File: src/rtl/spi_erase_pkg.sv
package spi_erase_pkg;

   localparam int FRAME_W  = 32;
   localparam int CNT_W    = 6;
   localparam int ADDR_W   = 24;

   localparam logic [7:0] OPC_WR_ENABLE = 8'h06;
   localparam logic [7:0] OPC_ERASE_32K = 8'h52;
   localparam logic [7:0] OPC_ERASE_64K = 8'hD8;
   localparam logic [7:0] OPC_READ_STAT = 8'h05;

   typedef enum logic [1:0] {
      FK_WREN,
      FK_ERASE,
      FK_POLL
   } frame_kind_e;

   typedef enum logic [1:0] {
      SQ_IDLE,
      SQ_FRAME,
      SQ_GAP
   } seq_state_e;

   typedef enum logic [1:0] {
      BE_IDLE,
      BE_SHIFT,
      BE_TAIL
   } eng_state_e;

endpackage

File: src/rtl/spi_erase_sync.sv
module spi_erase_sync #(
   parameter int STAGES = 2
) (
   input  logic clk,
   input  logic rst_n,
   input  logic d,
   output logic q
);
   generate
      if (STAGES == 0) begin : g_bypass
         assign q = d;
      end else begin : g_chain
         logic [STAGES-1:0] stage_q;
         for (genvar i = 0; i < STAGES; i++) begin : g_stage
            if (i == 0) begin : g_first
               always_ff @(posedge clk or negedge rst_n) begin
                  if (!rst_n) stage_q[0] <= 1'b0;
                  else        stage_q[0] <= d;
               end
            end else begin : g_next
               always_ff @(posedge clk or negedge rst_n) begin
                  if (!rst_n) stage_q[i] <= 1'b0;
                  else        stage_q[i] <= stage_q[i-1];
               end
            end
         end
         assign q = stage_q[STAGES-1];
      end
   endgenerate
endmodule

File: src/rtl/spi_erase_half_tick.sv
module spi_erase_half_tick #(
   parameter int W = 8
) (
   input  logic         clk,
   input  logic         rst_n,
   input  logic         run,
   input  logic [W-1:0] limit,
   output logic         tick
);
   logic [W-1:0] cnt_q;

   assign tick = run && (cnt_q == limit);

   always_ff @(posedge clk or negedge rst_n) begin
      if (!rst_n)            cnt_q <= '0;
      else if (!run || tick) cnt_q <= '0;
      else                   cnt_q <= cnt_q + 1'b1;
   end
endmodule

File: src/rtl/spi_erase_bit_engine.sv
module spi_erase_bit_engine
   import spi_erase_pkg::*;
#(
   parameter int DIV_W       = 8,
   parameter int SYNC_STAGES = 2
) (
   input  logic                    clk,
   input  logic                    rst_n,
   input  logic                    go,
   input  logic [FRAME_W-1:0]      tx_word,
   input  logic [CNT_W-1:0]        tx_bits,
   input  logic [DIV_W-1:0]        div,
   input  logic                    miso,
   output logic                    sck,
   output logic                    cs_n,
   output logic                    mosi,
   output logic [7:0]              rx_byte,
   output logic                    fin
);
   eng_state_e           st_q;
   logic [FRAME_W-1:0]   shreg_q;
   logic [CNT_W-1:0]     left_q;
   logic                 tick;
   logic                 miso_s;

   spi_erase_sync #(.STAGES(SYNC_STAGES)) u_sync (
      .clk  (clk),
      .rst_n(rst_n),
      .d    (miso),
      .q    (miso_s)
   );

   spi_erase_half_tick #(.W(DIV_W)) u_tick (
      .clk  (clk),
      .rst_n(rst_n),
      .run  (st_q != BE_IDLE),
      .limit(div),
      .tick (tick)
   );

   assign mosi = shreg_q[FRAME_W-1];

   always_ff @(posedge clk or negedge rst_n) begin
      if (!rst_n) begin
         st_q    <= BE_IDLE;
         shreg_q <= '0;
         left_q  <= '0;
         sck     <= 1'b0;
         cs_n    <= 1'b1;
         rx_byte <= '0;
         fin     <= 1'b0;
      end else begin
         fin <= 1'b0;
         unique case (st_q)
            BE_IDLE: begin
               if (go) begin
                  cs_n    <= 1'b0;
                  shreg_q <= tx_word;
                  left_q  <= tx_bits;
                  st_q    <= BE_SHIFT;
               end
            end
            BE_SHIFT: begin
               if (tick) begin
                  if (!sck) begin
                     sck     <= 1'b1;
                     rx_byte <= {rx_byte[6:0], miso_s};
                  end else begin
                     sck    <= 1'b0;
                     left_q <= left_q - 1'b1;
                     if (left_q == CNT_W'(1)) st_q <= BE_TAIL;
                     else                     shreg_q <= shreg_q << 1;
                  end
               end
            end
            BE_TAIL: begin
               if (tick) begin
                  cs_n <= 1'b1;
                  fin  <= 1'b1;
                  st_q <= BE_IDLE;
               end
            end
            default: st_q <= BE_IDLE;
         endcase
      end
   end
endmodule

File: src/rtl/spi_erase_seq_ctrl.sv
module spi_erase_seq_ctrl
   import spi_erase_pkg::*;
#(
   parameter int GAP_W    = 8,
   parameter int POLL_W   = 16,
   parameter int BUSY_BIT = 0
) (
   input  logic                clk,
   input  logic                rst_n,
   input  logic                start,
   input  logic                size64,
   input  logic [ADDR_W-1:0]   addr,
   input  logic [GAP_W-1:0]    gap,
   input  logic [POLL_W-1:0]   poll_limit,
   input  logic                eng_fin,
   input  logic [7:0]          rx_byte,
   output logic                go,
   output logic [FRAME_W-1:0]  tx_word,
   output logic [CNT_W-1:0]    tx_bits,
   output logic                busy,
   output logic                done,
   output logic                timeout
);
   seq_state_e          st_q;
   frame_kind_e         kind_q;
   logic [ADDR_W-1:0]   addr_q;
   logic [7:0]          op_q;
   logic [GAP_W-1:0]    gap_cnt_q;
   logic [POLL_W-1:0]   poll_cnt_q;
   logic                gap_last;
   logic                poll_last;

   assign gap_last  = (gap == '0) || (gap_cnt_q == gap - 1'b1);
   assign poll_last = (poll_limit == '0) || (poll_cnt_q == poll_limit - 1'b1);

   always_comb begin
      unique case (kind_q)
         FK_WREN: begin
            tx_word = {OPC_WR_ENABLE, {ADDR_W{1'b0}}};
            tx_bits = CNT_W'(8);
         end
         FK_ERASE: begin
            tx_word = {op_q, addr_q};
            tx_bits = CNT_W'(32);
         end
         default: begin
            tx_word = {OPC_READ_STAT, {ADDR_W{1'b0}}};
            tx_bits = CNT_W'(16);
         end
      endcase
   end

   always_ff @(posedge clk or negedge rst_n) begin
      if (!rst_n) begin
         st_q       <= SQ_IDLE;
         kind_q     <= FK_WREN;
         addr_q     <= '0;
         op_q       <= '0;
         gap_cnt_q  <= '0;
         poll_cnt_q <= '0;
         go         <= 1'b0;
         busy       <= 1'b0;
         done       <= 1'b0;
         timeout    <= 1'b0;
      end else begin
         go      <= 1'b0;
         done    <= 1'b0;
         timeout <= 1'b0;
         unique case (st_q)
            SQ_IDLE: begin
               if (start) begin
                  busy       <= 1'b1;
                  kind_q     <= FK_WREN;
                  addr_q     <= addr;
                  op_q       <= size64 ? OPC_ERASE_64K : OPC_ERASE_32K;
                  poll_cnt_q <= '0;
                  go         <= 1'b1;
                  st_q       <= SQ_FRAME;
               end
            end
            SQ_FRAME: begin
               gap_cnt_q <= '0;
               if (eng_fin) begin
                  unique case (kind_q)
                     FK_WREN: begin
                        kind_q <= FK_ERASE;
                        st_q   <= SQ_GAP;
                     end
                     FK_ERASE: begin
                        kind_q <= FK_POLL;
                        st_q   <= SQ_GAP;
                     end
                     default: begin
                        if (!rx_byte[BUSY_BIT]) begin
                           done <= 1'b1;
                           busy <= 1'b0;
                           st_q <= SQ_IDLE;
                        end else if (poll_last) begin
                           timeout <= 1'b1;
                           busy    <= 1'b0;
                           st_q    <= SQ_IDLE;
                        end else begin
                           poll_cnt_q <= poll_cnt_q + 1'b1;
                           st_q       <= SQ_GAP;
                        end
                     end
                  endcase
               end
            end
            SQ_GAP: begin
               if (gap_last) begin
                  go   <= 1'b1;
                  st_q <= SQ_FRAME;
               end else begin
                  gap_cnt_q <= gap_cnt_q + 1'b1;
               end
            end
            default: st_q <= SQ_IDLE;
         endcase
      end
   end
endmodule

File: src/rtl/spi_block_erase.sv
module spi_block_erase
   import spi_erase_pkg::*;
#(
   parameter int DIV_W       = 8,
   parameter int GAP_W       = 8,
   parameter int POLL_W      = 16,
   parameter int SYNC_STAGES = 2,
   parameter int BUSY_BIT    = 0
) (
   input  logic              clk,
   input  logic              rst_n,
   input  logic              start,
   input  logic              size64,
   input  logic [23:0]       blk_addr,
   input  logic [DIV_W-1:0]  clk_div,
   input  logic [GAP_W-1:0]  cs_gap,
   input  logic [POLL_W-1:0] poll_limit,
   output logic              spi_sck,
   output logic              spi_cs_n,
   output logic              spi_mosi,
   input  logic              spi_miso,
   output logic              busy,
   output logic              done,
   output logic              timeout
);
   generate
      if (DIV_W < 1 || DIV_W > 16) begin : g_bad_div
         $error("DIV_W must be within 1..16");
      end
      if (GAP_W < 1 || GAP_W > 16) begin : g_bad_gap
         $error("GAP_W must be within 1..16");
      end
      if (POLL_W < 1 || POLL_W > 32) begin : g_bad_poll
         $error("POLL_W must be within 1..32");
      end
      if (SYNC_STAGES < 0 || SYNC_STAGES > 4) begin : g_bad_sync
         $error("SYNC_STAGES must be within 0..4");
      end
      if (BUSY_BIT < 0 || BUSY_BIT > 7) begin : g_bad_bit
         $error("BUSY_BIT must index the status byte");
      end
   endgenerate

   logic                go;
   logic                fin;
   logic [FRAME_W-1:0]  tx_word;
   logic [CNT_W-1:0]    tx_bits;
   logic [7:0]          rx_byte;

   spi_erase_seq_ctrl #(
      .GAP_W   (GAP_W),
      .POLL_W  (POLL_W),
      .BUSY_BIT(BUSY_BIT)
   ) u_seq (
      .clk       (clk),
      .rst_n     (rst_n),
      .start     (start),
      .size64    (size64),
      .addr      (blk_addr),
      .gap       (cs_gap),
      .poll_limit(poll_limit),
      .eng_fin   (fin),
      .rx_byte   (rx_byte),
      .go        (go),
      .tx_word   (tx_word),
      .tx_bits   (tx_bits),
      .busy      (busy),
      .done      (done),
      .timeout   (timeout)
   );

   spi_erase_bit_engine #(
      .DIV_W      (DIV_W),
      .SYNC_STAGES(SYNC_STAGES)
   ) u_eng (
      .clk    (clk),
      .rst_n  (rst_n),
      .go     (go),
      .tx_word(tx_word),
      .tx_bits(tx_bits),
      .div    (clk_div),
      .miso   (spi_miso),
      .sck    (spi_sck),
      .cs_n   (spi_cs_n),
      .mosi   (spi_mosi),
      .rx_byte(rx_byte),
      .fin    (fin)
   );
endmodule

File: config.mk
export PLATFORM = sky130hd
export DESIGN_NAME = spi_block_erase
export DESIGN_NICKNAME = d
export VERILOG_FILES = /design/src/rtl/spi_erase_pkg.sv /design/src/rtl/spi_erase_sync.sv /design/src/rtl/spi_erase_half_tick.sv /design/src/rtl/spi_erase_bit_engine.sv /design/src/rtl/spi_erase_seq_ctrl.sv /design/src/rtl/spi_block_erase.sv
export SDC_FILE = /design/constraint.sdc
export NUM_CORES = 1
export LEC_CHECK = 0
export ABC_AREA = 1
export BUFFER_PORTS_ARGS = -buffer_cell sky130_fd_sc_hd__buf_2
export CAP_MARGIN = 20
export CORE_MARGIN = 2
export CORE_UTILIZATION = 53
export DETAILED_ROUTE_END_ITERATION = 12
export HOLD_SLACK_MARGIN = 0.06
export PLACE_DENSITY = 0.83
export REMOVE_ABC_BUFFERS = 1
export SLEW_MARGIN = 20
export SYNTH_ARGS = -nofsm -noshare
export SYNTH_HDL_FRONTEND = slang
export SYNTH_SLANG_ARGS = --single-unit
File: constraint.sdc
create_clock -name clk -period 2.1 [get_ports clk]
set_input_delay 0.21 -clock clk [delete_from_list [all_inputs] [get_ports clk]]
set_output_delay 0.21 -clock clk [all_outputs]
set_load 0.005 [all_outputs]
---- Yosys cells after proc, flatten, opt, wreduce, memory -nomap -nowiden ----
Index checks and enable logic that the tools add are counted.
word-level totals
  register bits after elaboration ......... 118
  input bits .............................. 61
  output and inout port bits .............. 6
  word-level logic and storage cells ...... 141
operators by class
  add/sub/neg operators ................... 6
  equal/unequal tests ..................... 24
  mux-type cells .......................... 62
  bitwise operators ....................... 1
  reduce and logical (&&, ||, !) cells .... 28
operators with widths
  cell                                                                   number
  32-bit two-way mux                                                     4
  32-bit case mux with 2 select lines                                    2
  16-bit two-way mux                                                     5
  16-bit case mux with 2 select lines                                    1
  2-bit two-way mux                                                      13
  8-bit two-way mux                                                      3
  6-bit case mux with 2 select lines                                     2
  1-bit two-way mux                                                      21
  6-bit two-way mux                                                      3
  16-bit by 1-bit adder with 16-bit output (second input constant)       1
  8-bit by 1-bit adder with 8-bit output (second input constant)         2
  16-bit == test                                                         1
  8-bit == test                                                          2
  16-bit logical NOT                                                     1
  2-bit != test (second input constant)                                  8
  8-bit case mux with 2 select lines                                     1
  16-bit by 1-bit subtractor with 16-bit output (second input constant)  1
  5-bit AND reduction                                                    3
  2-bit case mux with 3 select lines                                     2
  2-bit by 1-bit != test with 1-bit output (second input constant)       5
  2-bit nonzero test                                                     5
  3-bit AND reduction                                                    3
  8-bit logical NOT                                                      1
  2-bit case mux with 2 select lines                                     2
  17 further kinds                                                       29

---- Depth between registers and ports, before layout ----
  depth in word-level cells ............... 8
  depth in mapped cells ................... 18

---- Cells and area by module ----
A second synthesis with hierarchy kept.
unflattened totals
  cells, all modules ...................... 1028
  area, all modules ....................... 7334.5 sq um
modules (own cells, without submodules)
  module                times used  cells an instance  area each (sq um)
  spi_erase_seq_ctrl    1           585                4025.1
  spi_erase_bit_engine  1           370                2745.1
  spi_erase_half_tick   1           71                 514.2
  spi_erase_sync        1           2                  50.0

---- Least setup slack after synthesis ----
Ideal clock, no wire load.
  path kind ............................... input-to-reg
  from .................................... input poll_limit[0]
  to ...................................... register u_seq.poll_cnt_q[0]
  setup time .............................. 0.117 ns
  arrival ................................. 1.634 ns
  path slack .............................. 0.349 ns
  stages on the path ...................... 16
  buffers on the path ..................... 1
  path through ............................ inv_2 > ha_1 > nand2_2 > nor2_4 > nand2_1 > nand2_1 > nand2_1 > nor2_1 > nand2_1 > nor2_2 > nand3_2 > nand2_2 > nand2_4 > buf_2 > nand3_1 > nand2_1
between the ends
  word-level cells in the longest chain between the ends .. 5
RTL lines
  element                                        RTL line                   text
  start: declaration                             spi_block_erase.sv:17      input logic [POLL_W-1:0] poll_limit,
  16-bit by 1-bit subtractor with 16-bit output  spi_erase_seq_ctrl.sv:34   assign poll_last = (poll_limit == '0) || (poll_cnt_q == poll_limit - 1'b1);
  16-bit == test                                 spi_erase_seq_ctrl.sv:34
  1-bit logical OR *                             spi_erase_seq_ctrl.sv:34
  2-bit != test (no source line) *               --
  6-bit AND reduction (no source line) *         --
  end signal: assignment                         spi_erase_seq_ctrl.sv:103  poll_cnt_q <= poll_cnt_q + 1'b1;
  end: declaration                               spi_erase_seq_ctrl.sv:29   logic [POLL_W-1:0] poll_cnt_q;
Mark *: on every way between the ends. The rest lies on a longest branch, timed or not.
A chain may end at the register's enable or synchronous reset.

---- Worst setup path in the final report ----
  from .................................... register u_seq.poll_cnt_q[12]
  to ...................................... register u_seq.poll_cnt_q[11]
between the ends
  word-level cells in the longest chain between the ends .. 4
RTL lines
  element                               RTL line
  16-bit == test                        spi_erase_seq_ctrl.sv:34
  1-bit logical OR                      spi_erase_seq_ctrl.sv:34
  2-bit != test (no source line)        --
  6-bit AND reduction (no source line)  --
No other way between the ends.

==> run_results.csv <==
group,metric,value,unit
sta,maxSlewViolCount,0,
clock_network,clock_path_buffers,2,
floorplanning,die-area,12800,sq um
pwr,irDropWorstVdd,0.000728,V
worst_hold_path,holdCritPathClass,"input pin to flip-flop",
worst_setup_path,r2r_setup_slack,0.20,ns
sta,fin_skew,0.0105,ns
pwr,leakagePower,3.87,nW
floorplanning,dieWidth,113,um
worst_setup_path,worstPathMaxFanout,17,
clock_network,htree_levels,4,
yosys,synth_flop_cell,"dfrtp_1",
floorplanning,start_util,54.8,%
layout,area_growth_syn_to_layout,23.4,%
sta,fin_crit_sh,90.7,%
worst_hold_path,min_from,"start",
clock_network,clkTransAtPathRegs,0.06,ns
floorplanning,ios,67,
worst_setup_path,start_kind,"flip-flop",
floorplanning,rows,39,
yosys,synth.area.mux_share,0.159,%
layout,nNetsFinal,993,
yosys,synthAdderAreaFrac,1.59,%
worst_setup_path,path_class,"flip-flop to flip-flop",
yosys,synthSimpleGateAreaFrac,31.1,%
run_status,violations,"design-rule violations",
global_route,antenna_found_initial,0,
detailed_routing,dr.first_iter.drc_count,412,
yosys,ys_top_cells_by_area,"dfrtp_1, nand2_1, xor2_1",
worst_setup_path,r2r-start,"u_seq.poll_cnt_q[12]$_DFFE_PN0P_",
pwr,p_per_area,1150,nW/um^2
worst_setup_path,cp.arrival,2.20,ns
worst_hold_path,hold-path-endpoint,"u_seq.go$_DFF_PN0_",
yosys,syn_area,6310,sq um
place,post-place-cells,1019,
floorplanning,coreArea,11500,sq um
yosys,synthCells,814,
yosys,yosysTopAreaCellShare,44.4,%
layout,diodes,0,
yosys,synth_xor_area_share,6.54,%
yosys,synth-edff-count,0,
place,io_buffers,66,
sta,tns,0,ns
worst_hold_path,worstHoldPathCells,5,
yosys,ys_seq_area_share,44.8,%
clock_network,cts_root_buffer,"clkbuf_16",
detailed_routing,dr.pass1.iters,9,
pwr,p_total,8.97,mW
layout,postLayoutCoreUtil,67.6,%
global_route,grt_usage,23.2,%
detailed_routing,ant_nets,0,
yosys,syn_area_per_cell,7.75,sq um
job,cap_violations,0,
detailed_routing,wl,14300,um
yosys,synth_compound_area_share,9.16,%
place,placed_area,6870,sq um
yosys,synth_largest_area_cell,"dfrtp_1",
global_route,grt_pass1_wl,24200,um
global_route,grt_overflow_total,0,
sta,relSlewSlack,64.3,%
yosys,ys_ff_latch,113,
floorplanning,die_y,113,um
sta,tightest_slew,0.531,ns
layout,final_cells,1079,
yosys,ys_types,41,
global_route,grt_max_degree,53,
place,dpl.hpwl,9430,um
layout,drive_gt1_share,17.5,%
clock_network,cts_buffers,17,
yosys,synth_top_family_by_area,"simple AND/OR/NAND/NOR gates",
clock_network,cts.sink_count,113,
clock_network,worstSkewPairLatency,0.42,ns
sta,fin_crit,1.90,ns
detailed_routing,via_per_inst,5.28,
detailed_routing,wl_per_cell,13.2,um
worst_setup_path,reg2regPathDepth,12,
detailed_routing,drc,2,
place,place_congestion,0.936,
run_status,status,"finished with violations",
worst_setup_path,worstPathRequired,2.40,ns
worst_setup_path,r2r_end,"u_seq.poll_cnt_q[11]$_DFFE_PN0P_",
clock_network,cts_tree,"done",
sta,fmax,525,MHz
worst_setup_path,end_kind,"flip-flop",
sta,finalSetupViolations,0,
sta,rsz0062_at_grt,"no",
layout,design_area,7790,sq um
yosys,ys_async_sr_fraction,100,%
detailed_routing,route.vias.total,5695,
sta,finalHoldViolCount,0,
global_route,grt_pass1_vias,5365,
yosys,yosys_warnings,0,
-- critical path: stages, from the launching register on --
cell and delay (ns):
dfrtp_1 0.49, xor2_1 0.24, nand3b_1 0.14, nand2_1 0.06, nor2_1 0.08, nand2_1 0.06, nor2_2 0.11, nand3_2 0.10
nand2_4 0.10, nand2_8 0.12, buf_4 0.17, nand3_1 0.05, nand2_1 0.05
-- placed cells by master (no fill, tap or decap), drive strengths merged, types with 2 or more instances in the layout --
cell / Yosys / layout
o22ai: 11 / 11
and3: 2 / 2
ha: 8 / 8
a31oi: 2 / 2
or2: 10 / 10
o211ai: 2 / 2
dfrtp: 112 / 112
a21oi: 11 / 11
o21ai: 41 / 41
nor2: 89 / 89
nor3b: 4 / 4
nand3: 53 / 53
nand2: 259 / 260
xnor2: 7 / 7
dlygate4sd3: 0 / 27
xnor3: 2 / 2
nand3b: 4 / 4
nor4: 4 / 4
nor3: 12 / 12
inv: 83 / 84
o21a: 2 / 2
nand4: 9 / 9
buf: 9 / 84
xor2: 35 / 35
clkinv: 1 / 10
a22oi: 26 / 26
bufinv: 0 / 3
clkbuf: 12 / 17
-- repair_timing --
item,CTS,global route
hold buffers,27,0
gates resized for setup,0,9
setup endpoints to repair,0,43
buffers inserted,0,1
hold endpoints to repair,63,0
-- final cells by class --
type | instances | area, sq um
clock buffers | 17 | 425
clock inverters | 14 | 166
fillers | 893 | 3730
inverters | 84 | 320
multi-input cells | 597 | 3100
flip-flops and latches | 113 | 2830
well taps | 143 | 179
repair buffers | 111 | 763
-- per-layer routing --
metal	GRT usage, %	part of all wire (%)
met5	0	0
met3	4.55	5.5
met1	31.7	45
met2	37.2	48
met4	8.37	1.7
-- cell families after synthesis --
kind of cell    Yosys count
compound gates           96
buf+inv                 105
fa+ha+maj                 8
mux                       1
xor+xnor                 44
simple gates            447
flops                   113
-- worst max-delay path by stage --
stage | startpoint | end | cells after the start
after global routing | u_seq.poll_cnt_q[4]$_DFFE_PN0P_ | u_seq.poll_cnt_q[11]$_DFFE_PN0P_ | 15
after detailed placement | poll_limit[1] | u_seq.poll_cnt_q[5]$_DFFE_PN0P_ | 17
after floorplan | u_eng.st_q[1]$_DFFE_PN0P_ | u_eng.shreg_q[10]$_DFFE_PN0P_ | 8
final | u_seq.poll_cnt_q[12]$_DFFE_PN0P_ | u_seq.poll_cnt_q[11]$_DFFE_PN0P_ | 12
after CTS | u_seq.poll_cnt_q[4]$_DFFE_PN0P_ | u_seq.poll_cnt_q[13]$_DFFE_PN0P_ | 15
after global placement | poll_limit[1] | u_seq.poll_cnt_q[15]$_DFFE_PN0P_ | 17
-- cells in the mapped netlist, drive strengths merged (9+ instances only) --
cell type,n
nand4,9
nor2,89
clkbuf,12
dfrtp,112
or2,10
o22ai,11
buf,9
a21oi,11
o21ai,41
nand3,53
nand2,259
nor3,12
a22oi,26
xor2,35
inv,83
-- state kept, by name, summed over array words and instances (netlist names), 2 cells and up --
register            flops
u_eng.st_q              2
u_seq.poll_cnt_q       16
u_seq.kind_q            2
u_eng.shreg_q          32
u_seq.addr_q           24
u_seq.gap_cnt_q         8
u_seq.op_q              3
u_eng.u_tick.cnt_q      8
u_seq.st_q              2
u_eng.left_q            6
-- stage by stage --
step	hold slack (ns)	setup WS, ns
4_1_cts	0.245	0.110
3_3_place_gp	0.209	0.0903
3_5_place_dp	0.210	0.0211
6_report	0.246	0.196
5_1_grt	0.272	0.0142
2_1_floorplan	-0.0856	-0.389
-- where the power goes --
group	internal [mW]	switching, mW	total (mW)
Sequential	2.81	0.411	3.23
Clock	1.85	1.04	2.89
Combinational	1.00	1.84	2.85
Note: power is estimated with default switching activity, not from simulation.
